--- src/rtl/irqs_pkg.sv ---
package irqs_pkg;
  localparam int NFLAG   = 20;
  localparam int NPHASE  = 3;
  localparam int ADDR_W  = 4;
  localparam logic [ADDR_W-1:0] A_STAT     = 4'd0;
  localparam logic [ADDR_W-1:0] A_STAT_CLR = 4'd1;
  localparam int F_AEHALF = 0;
  localparam int F_REHALF = 1;
  localparam int F_SEHALF = 2;
  localparam int F_SAG0   = 3;
  localparam int F_ZXTO0  = 6;
  localparam int F_ZX0    = 9;
  localparam int F_LCYC   = 12;
  localparam int F_RST    = 13;
  localparam int F_PKV    = 14;
  localparam int F_PKI    = 15;
  localparam int F_WFM    = 16;
  localparam int F_REVP   = 17;
  localparam int F_REVQ   = 18;
  localparam int F_SEQ    = 19;
  localparam logic [NFLAG-1:0] RST_MASK = NFLAG'(1) << F_RST;
endpackage

--- src/rtl/hf_detect.sv ---
module hf_detect #(
  parameter int NPH       = 3,
  parameter bit RISE_ONLY = 1'b0
) (
  input  logic           clk,
  input  logic           rst_n,
  input  logic [NPH-1:0] bits_i,
  output logic           hit_o
);
  logic [NPH-1:0] prev_q;

  always_ff @(posedge clk or negedge rst_n) begin
    if (!rst_n) prev_q <= '0;
    else        prev_q <= bits_i;
  end

  generate
    if (RISE_ONLY) begin : g_rise
      assign hit_o = |(bits_i & ~prev_q);
    end else begin : g_any
      assign hit_o = |(bits_i ^ prev_q);
    end
  endgenerate
endmodule

--- src/rtl/seq_check.sv ---
module seq_check (
  input  logic clk,
  input  logic rst_n,
  input  logic zx_a,
  input  logic zx_b,
  input  logic zx_c,
  output logic seq_err
);
  logic armed_q, armed_d;

  assign seq_err = armed_q & zx_b;

  always_comb begin
    armed_d = armed_q;
    if (zx_a)             armed_d = 1'b1;
    else if (zx_b | zx_c) armed_d = 1'b0;
  end

  always_ff @(posedge clk or negedge rst_n) begin
    if (!rst_n) armed_q <= 1'b0;
    else        armed_q <= armed_d;
  end


  disarm_after_err_chk: assert property (@(posedge clk) disable iff (!rst_n)
    (seq_err && !zx_a) |=> !armed_q);
endmodule

--- src/rtl/irq_status_ctrl.sv ---
module irq_status_ctrl
  import irqs_pkg::*;
(
  input  logic              clk,
  input  logic              rst_n,
  input  logic              mask_we,
  input  logic [NFLAG-1:0]  mask_wdata,
  input  logic              rd_en,
  input  logic [ADDR_W-1:0] rd_addr,
  output logic [NFLAG-1:0]  rd_data,
  output logic              irq_n,
  input  logic [NPHASE-1:0] act_b14,
  input  logic [NPHASE-1:0] react_b14,
  input  logic [NPHASE-1:0] app_b15,
  input  logic [NPHASE-1:0] sag_ev,
  input  logic [NPHASE-1:0] zxto_ev,
  input  logic [NPHASE-1:0] zx_ev,
  input  logic              lcyc_ev,
  input  logic              pkv_ev,
  input  logic              pki_ev,
  input  logic              wfm_ev,
  input  logic              revp_ev,
  input  logic              revq_ev
);
  logic             sync1_q, srst_n;
  logic             hf_p, hf_q, hf_s, seq_hit;
  logic [NFLAG-1:0] ev_vec, status_q, status_d, mask_q, rd_q, rd_d;
  logic             rd_clr, rd_ok;

  always_ff @(posedge clk or negedge rst_n) begin
    if (!rst_n) begin
      sync1_q <= 1'b0;
      srst_n  <= 1'b0;
    end else begin
      sync1_q <= 1'b1;
      srst_n  <= sync1_q;
    end
  end

  hf_detect #(.NPH(NPHASE), .RISE_ONLY(1'b0)) u_hf_p (
    .clk(clk), .rst_n(srst_n), .bits_i(act_b14), .hit_o(hf_p));
  hf_detect #(.NPH(NPHASE), .RISE_ONLY(1'b0)) u_hf_q (
    .clk(clk), .rst_n(srst_n), .bits_i(react_b14), .hit_o(hf_q));
  hf_detect #(.NPH(NPHASE), .RISE_ONLY(1'b1)) u_hf_s (
    .clk(clk), .rst_n(srst_n), .bits_i(app_b15), .hit_o(hf_s));

  seq_check u_seq (
    .clk(clk), .rst_n(srst_n), .zx_a(zx_ev[0]), .zx_b(zx_ev[1]),
    .zx_c(zx_ev[2]), .seq_err(seq_hit));

  always_comb begin
    ev_vec = '0;
    ev_vec[F_AEHALF] = hf_p;
    ev_vec[F_REHALF] = hf_q;
    ev_vec[F_SEHALF] = hf_s;
    ev_vec[F_SAG0  +: NPHASE] = sag_ev;
    ev_vec[F_ZXTO0 +: NPHASE] = zxto_ev;
    ev_vec[F_ZX0   +: NPHASE] = zx_ev;
    ev_vec[F_LCYC] = lcyc_ev;
    ev_vec[F_PKV]  = pkv_ev;
    ev_vec[F_PKI]  = pki_ev;
    ev_vec[F_WFM]  = wfm_ev;
    ev_vec[F_REVP] = revp_ev;
    ev_vec[F_REVQ] = revq_ev;
    ev_vec[F_SEQ]  = seq_hit;
  end

  assign rd_clr = rd_en && (rd_addr == A_STAT_CLR);
  assign rd_ok  = (rd_addr == A_STAT) || (rd_addr == A_STAT_CLR);

  always_comb begin
    status_d = rd_clr ? '0 : (status_q & ~RST_MASK);
    status_d = status_d | ev_vec;
    rd_d     = rd_ok ? status_q : '0;
  end

  always_ff @(posedge clk or negedge srst_n) begin
    if (!srst_n) begin
      status_q <= RST_MASK;
      mask_q   <= '0;
      rd_q     <= '0;
    end else begin
      status_q <= status_d;
      if (mask_we) mask_q <= mask_wdata;
      if (rd_en)   rd_q   <= rd_d;
    end
  end

  assign rd_data = rd_q;
  assign irq_n   = ~|(status_q & mask_q);


  sticky_chk: assert property (@(posedge clk) disable iff (!srst_n)
    !rd_clr |=> ((status_q & $past(status_q & ~RST_MASK)) == $past(status_q & ~RST_MASK)));

  clear_on_read_chk: assert property (@(posedge clk) disable iff (!srst_n)
    rd_clr |=> ((status_q & ~$past(ev_vec)) == '0));

  event_beats_clear_chk: assert property (@(posedge clk) disable iff (!srst_n)
    rd_clr |=> ((status_q & $past(ev_vec)) == $past(ev_vec)));

  reset_flag_pulse_chk: assert property (@(posedge clk) disable iff (!srst_n)
    status_q[F_RST] |=> !status_q[F_RST]);
endmodule

--- config.mk ---
export PLATFORM = sky130hd
export DESIGN_NAME = irq_status_ctrl
export DESIGN_NICKNAME = d
export VERILOG_FILES = /design/src/rtl/irqs_pkg.sv /design/src/rtl/hf_detect.sv /design/src/rtl/seq_check.sv /design/src/rtl/irq_status_ctrl.sv
export SDC_FILE = /design/constraint.sdc
export NUM_CORES = 1
export LEC_CHECK = 0
export ABC_AREA = 1
export ABC_CLOCK_PERIOD_IN_PS = 4100
export BUFFER_PORTS_ARGS = -buffer_cell sky130_fd_sc_hd__buf_2
export CORE_UTILIZATION = 30
export CTS_CLUSTER_SIZE = 8
export DETAILED_ROUTE_END_ITERATION = 6
export HOLD_SLACK_MARGIN = 0.05
export PLACE_DENSITY = 0.55
export SYNTH_ARGS = -nofsm -noshare
export SYNTH_HDL_FRONTEND = slang
export SYNTH_SLANG_ARGS = --single-unit
--- constraint.sdc ---
create_clock -name clk -period 4.1 [get_ports clk]
set_clock_uncertainty 0.1 [all_clocks]
set_input_delay 0.615 -clock clk [delete_from_list [all_inputs] [get_ports clk]]
set_output_delay 0.615 -clock clk [all_outputs]
set_load 0.03 [all_outputs]
# Word level (Yosys, flattened, before mapping)
# Index checks and enable logic that the tools add are counted.
[totals] reg_bits=72 input_bits=52 output_inout_bits=21
[classes] n_eq_ne=1 n_mux=4 bitwise_logic=8 n_reduce_logical=9
[op_table] op="20-bit 2-to-1 mux" n=2
[op_table] op="20-bit bitwise AND" n=1
[op_table] op="20-bit OR" n=1
[op_table] op="20-bit OR reduction" n=1
[op_table] op="3-bit OR reduction" n=3
[op_table] op="3-bit bitwise XOR" n=2
[op_table] op="4-bit by 1-bit == test with 1-bit output, second input constant" n=1
[op_table] op="4-bit zero test" n=1
[op_table] op="3-bit bitwise AND" n=1
[op_table] op="3-bit NOT" n=1
[op_table] op="1-bit 2-to-1 mux" n=2
[op_table] op="2-bit nonzero test" n=1
[op_table] op="1-bit bitwise AND" n=1
[op_table] op="1-bit logical AND" n=1
[op_table] op="1-bit zero test" n=1
[op_table] op="1-bit logical OR" n=1
[op_table] op="1-bit OR" n=1

# Depth between registers and ports, before layout
[logic_depth] word_depth=4 depth_mapped=6

# Hierarchy
# From an unflattened synthesis, not the netlist that was laid out.
[unflattened] cells_unflattened=262 hier_area_um2=2849.0
[modules_own_cells] mod="irq_status_ctrl" n_inst=1 cells_per_inst=215 area_each_um2=2446.1
[modules_own_cells] mod="hf_detect (u_hf_p ...)" n_inst=2 cells_per_inst=15 area_each_um2=126.4
[modules_own_cells] mod="hf_detect (u_hf_s)" n_inst=1 cells_per_inst=10 area_each_um2=102.6
[modules_own_cells] mod="seq_check" n_inst=1 cells_per_inst=7 area_each_um2=47.5

# Least setup slack after synthesis
# Ideal clock, no wire load.
[synth_timing] kind="reg2out" start="register status_q[19]" end="output irq_n" t_arrival_ns=1.033 t_required_ns=3.385 slack_ns=2.352 stages_incl_launch_ff=6 path_cell_list="dfrtp_1 -> nand2_1 -> nand2_1 -> nor2_1 -> nand3_1 -> nor2_1"
[synth_between] elab_chain_len=3
[synth_lines] element="start: declaration" line="irq_status_ctrl.sv:27" text="logic [NFLAG-1:0] ev_vec, status_q, status_d, mask_q, rd_q, rd_d;"
[synth_lines] element="start signal: assignment" line="irq_status_ctrl.sv:83" text="status_q <= status_d;"
[synth_lines] element="20-bit bitwise AND" line="irq_status_ctrl.sv:90" text="assign irq_n = ~|(status_q & mask_q);"
[synth_lines] element="20-bit OR reduction" line="irq_status_ctrl.sv:90"
[synth_lines] element="1-bit zero test" line="irq_status_ctrl.sv:90"
[synth_lines] element="end: declaration" line="irq_status_ctrl.sv:11" text="output logic irq_n,"
# Every way passes these cells.

# Worst setup path after layout
# Same ends and word-level chain as after synthesis.

==> flow_summary.yaml <==
sta:
  maxSlewViolCount: 0
  setup_viol: 0
  hold_violations: 0
  post-route-min-period_ns: 2.08
  fin_crit_sh_pct: 50.6
  max_slew.worst_pin.slew_ns: 0.893
  fmax_mhz: 482
  rsz0062_at_grt: "false"
  setup_tns_ns: 0
  slew-limit-headroom_pct: 40.4
synth:
  yosysMostFrequentCell: "nand2_1"
  syn_nets: 298
  synth_top_cell_area_share_pct: 64.8
  ys.warnings.count: 0
  synth_commonest_cells: "nand2_1 (100), dfrtp_1 (71), mux2_2 (20)"
  ys_seq_elements: 72
  synth_top_cell_by_area: "dfrtp_1"
  postSynthCellCount: 246
  avgSynthCellArea_sq_um: 11.2
  synthFlopType: "dfrtp_1"
  synth_area_leaders: "dfrtp_1 (65%), nand2_1 (14%), mux2_2 (8.2%), a21o_1 (3.6%), xor2_1 (1.3%)"
  synth_edf_count: 0
  async_reset_ff_share_pct: 100
  yosysSeqAreaShare_pct: 65.7
  syn_area_sq_um: 2740
  ys_types: 24
global_routing:
  grt_first_pass_wirelength_mm: 9.74
  grt_start_max_net_pins: 71
  antenna_found_initial: 0
  grt_overflow_total: 0
  grt_use_total_pct: 13.5
  grt_pass1_vias: 1939
run:
  cap_violations: 0
floorplanning:
  rows: 34
  die_h_um: 97.6
  num_io_pins: 73
  die_area_sq_um: 9530
  die_w_um: 97.6
  initial_core_util_pct: 31.2
  core_area_sq_um: 8810
routing:
  first_pass_iters: 6
  routed_wl_mm: 5.79
  drc: 16
  vias: 1855
  vias_per_cell: 4.25
  ant_nets: 0
  avgRoutedWirePerCell_um: 13.3
  dr.first_iter.drc_count: 84
worst_hold_path:
  hold_start: "sync1_q"
  min_path_type: "reg2reg"
  hold_depth: 0
  min_to: "srst_n"
worst_setup_path:
  reg2reg_to: "mask_q[11]"
  startpoint_type: "flip-flop"
  r2r-start: "srst_n"
  reg2reg_depth: 0
  arrival_ns: 1.36
  ff2ff_setup_slack_ns: 2.96
  required_ns: 3.38
  cp-end-kind: "primary output"
  crit_fanout: 3
  worstSetupPathType: "reg2out"
pwr:
  powerDensity_nw_per_um2: 420
  p_total_mw: 1.42
  p_leak_nw: 1.74
  vdd_drop_max_uv: 210
clock_tree:
  cts_max_path_buffers: 2
  clockRootBuffer: "clkbuf_8"
  clock_latency_ns: 0.34
  cts_tree: "yes"
  postCtsSetupBuffers: 0
  htreeDepth: 3
  cts_made_buffers: 9
  path_clk_slew_ns: 0.08
  clock-sinks: 72
placed_design:
  io_buffers: 72
  place.gp.congestion: 0.722
  dp_hpwl_mm: 3.98
run_status:
  status: "complete, but fails checks"
  violations: "DRC"
cells_and_area:
  area_delta_synth_final_pct: 23.2
  fillers: 923
  nNetsFinal: 375
  num_antenna_cells: 0
  drive_above_1_share_pct: 33.2
==> critical path, stage by stage, from the launching register on <==
cell	delay (ns)
dfrtp_1	0.41
nand2_1	0.07
nand2_1	0.05
nor2_1	0.13
nand3_1	0.09
nor2_1	0.08
buf_2	0.20
==> per-stage QoR <==
step	area (sq um)	utilization (%)	hold WS [ns]	cells	setup slack, ns
after floorplan	2740	-	0.219	246	1.85
after CTS	3380	38.4	0.257	436	1.98
after global routing	3380	38.4	0.260	436	1.92
final	3380	38.4	0.254	436	2.02
after global placement	3200	36.3	0.237	419	2.08
after detailed placement	3200	36.3	0.239	419	2.04
==> metal layers <==
metal,global-route usage (%),vias to the layer above,wire length [um]
li1,-,928,-
met1,18.0,862,2730
met2,20.2,57,2620
met3,5.54,8,380
met4,3.85,0,61
met5,0,-,0
==> sequential cells by signal, indices dropped and copies added (netlist names) <==
| signal | count |
|---|---|
| u_hf_q.prev_q | 3 |
| status_q | 20 |
| u_seq.armed_q | 1 |
| srst_n | 1 |
| u_hf_s.prev_q | 3 |
| sync1_q | 1 |
| u_hf_p.prev_q | 3 |
| rd_data | 20 |
| mask_q | 20 |
==> cell families after synthesis <==
kind of cell	after synthesis	synth area share, %
AOI/OAI and AO/OA	16	4.24
xor gates and xnor gates	6	1.92
buffers and inverters	14	2.55
DFF	72	65.7
muxes	20	8.21
other	2	0.274
and+or+nand+nor	116	17.1
==> worst max-delay path by stage <==
stage                 startpoint  cells past startpoint          end  slack [ns]
CTS                  status_q[2]                      6        irq_n        1.98
detailed placement         rd_en                      6   rd_data[3]        2.04
floorplan                 srst_n                      0    mask_q[0]        1.85
finish              status_q[19]                      6        irq_n        2.02
global placement           rd_en                      6  rd_data[19]        2.08
global route         status_q[7]                      6        irq_n        1.92
==> cell usage in the layout (no fill, tap or decap) <==
| cell type | instances |
|---|---|
| and2_1 | 1 |
| nand3_1 | 3 |
| dlygate4sd3_1 | 1 |
| o22ai_1 | 1 |
| clkbuf_1 | 5 |
| inv_1 | 6 |
| nor2_2 | 1 |
| dfrtp_1 | 70 |
| conb_1 | 2 |
| mux2_2 | 20 |
| nand2_1 | 100 |
| a21o_1 | 13 |
| xnor2_1 | 2 |
| o31ai_1 | 1 |
| buf_2 | 72 |
| inv_2 | 1 |
| dfrtp_4 | 1 |
| clkbuf_8 | 11 |
| nor2_1 | 8 |
| nand3_4 | 1 |
| nor2_4 | 1 |
| dfstp_2 | 1 |
| xor2_1 | 4 |
| o21ai_0 | 1 |
| nand3b_1 | 1 |
==> final cells by class <==
class | count | area, sq um | area share [%]
timing repair buffer | 73 | 370 | 11.0
inverter | 7 | 26.3 | 0.777
sequential | 72 | 1810 | 53.5
clock buffer | 16 | 170 | 5.04
tap | 108 | 135 | 4.00
multi-input combinational | 160 | 871 | 25.8
==> where the power goes <==
group | internal, mW | switching [mW]
Clock | 0.255 | 0.241
Sequential | 0.752 | 0.0344
Combinational | 0.0625 | 0.0746
Total | 1.07 | 0.350
==> repair_timing <==
item / in CTS / in global routing
gates resized for setup: 0 / 0
endpoints found under the setup margin: 0 / 0
endpoints found under the hold margin: 2 / 0
hold buffers: 1 / 0
Power figures use the tool's default switching activity.
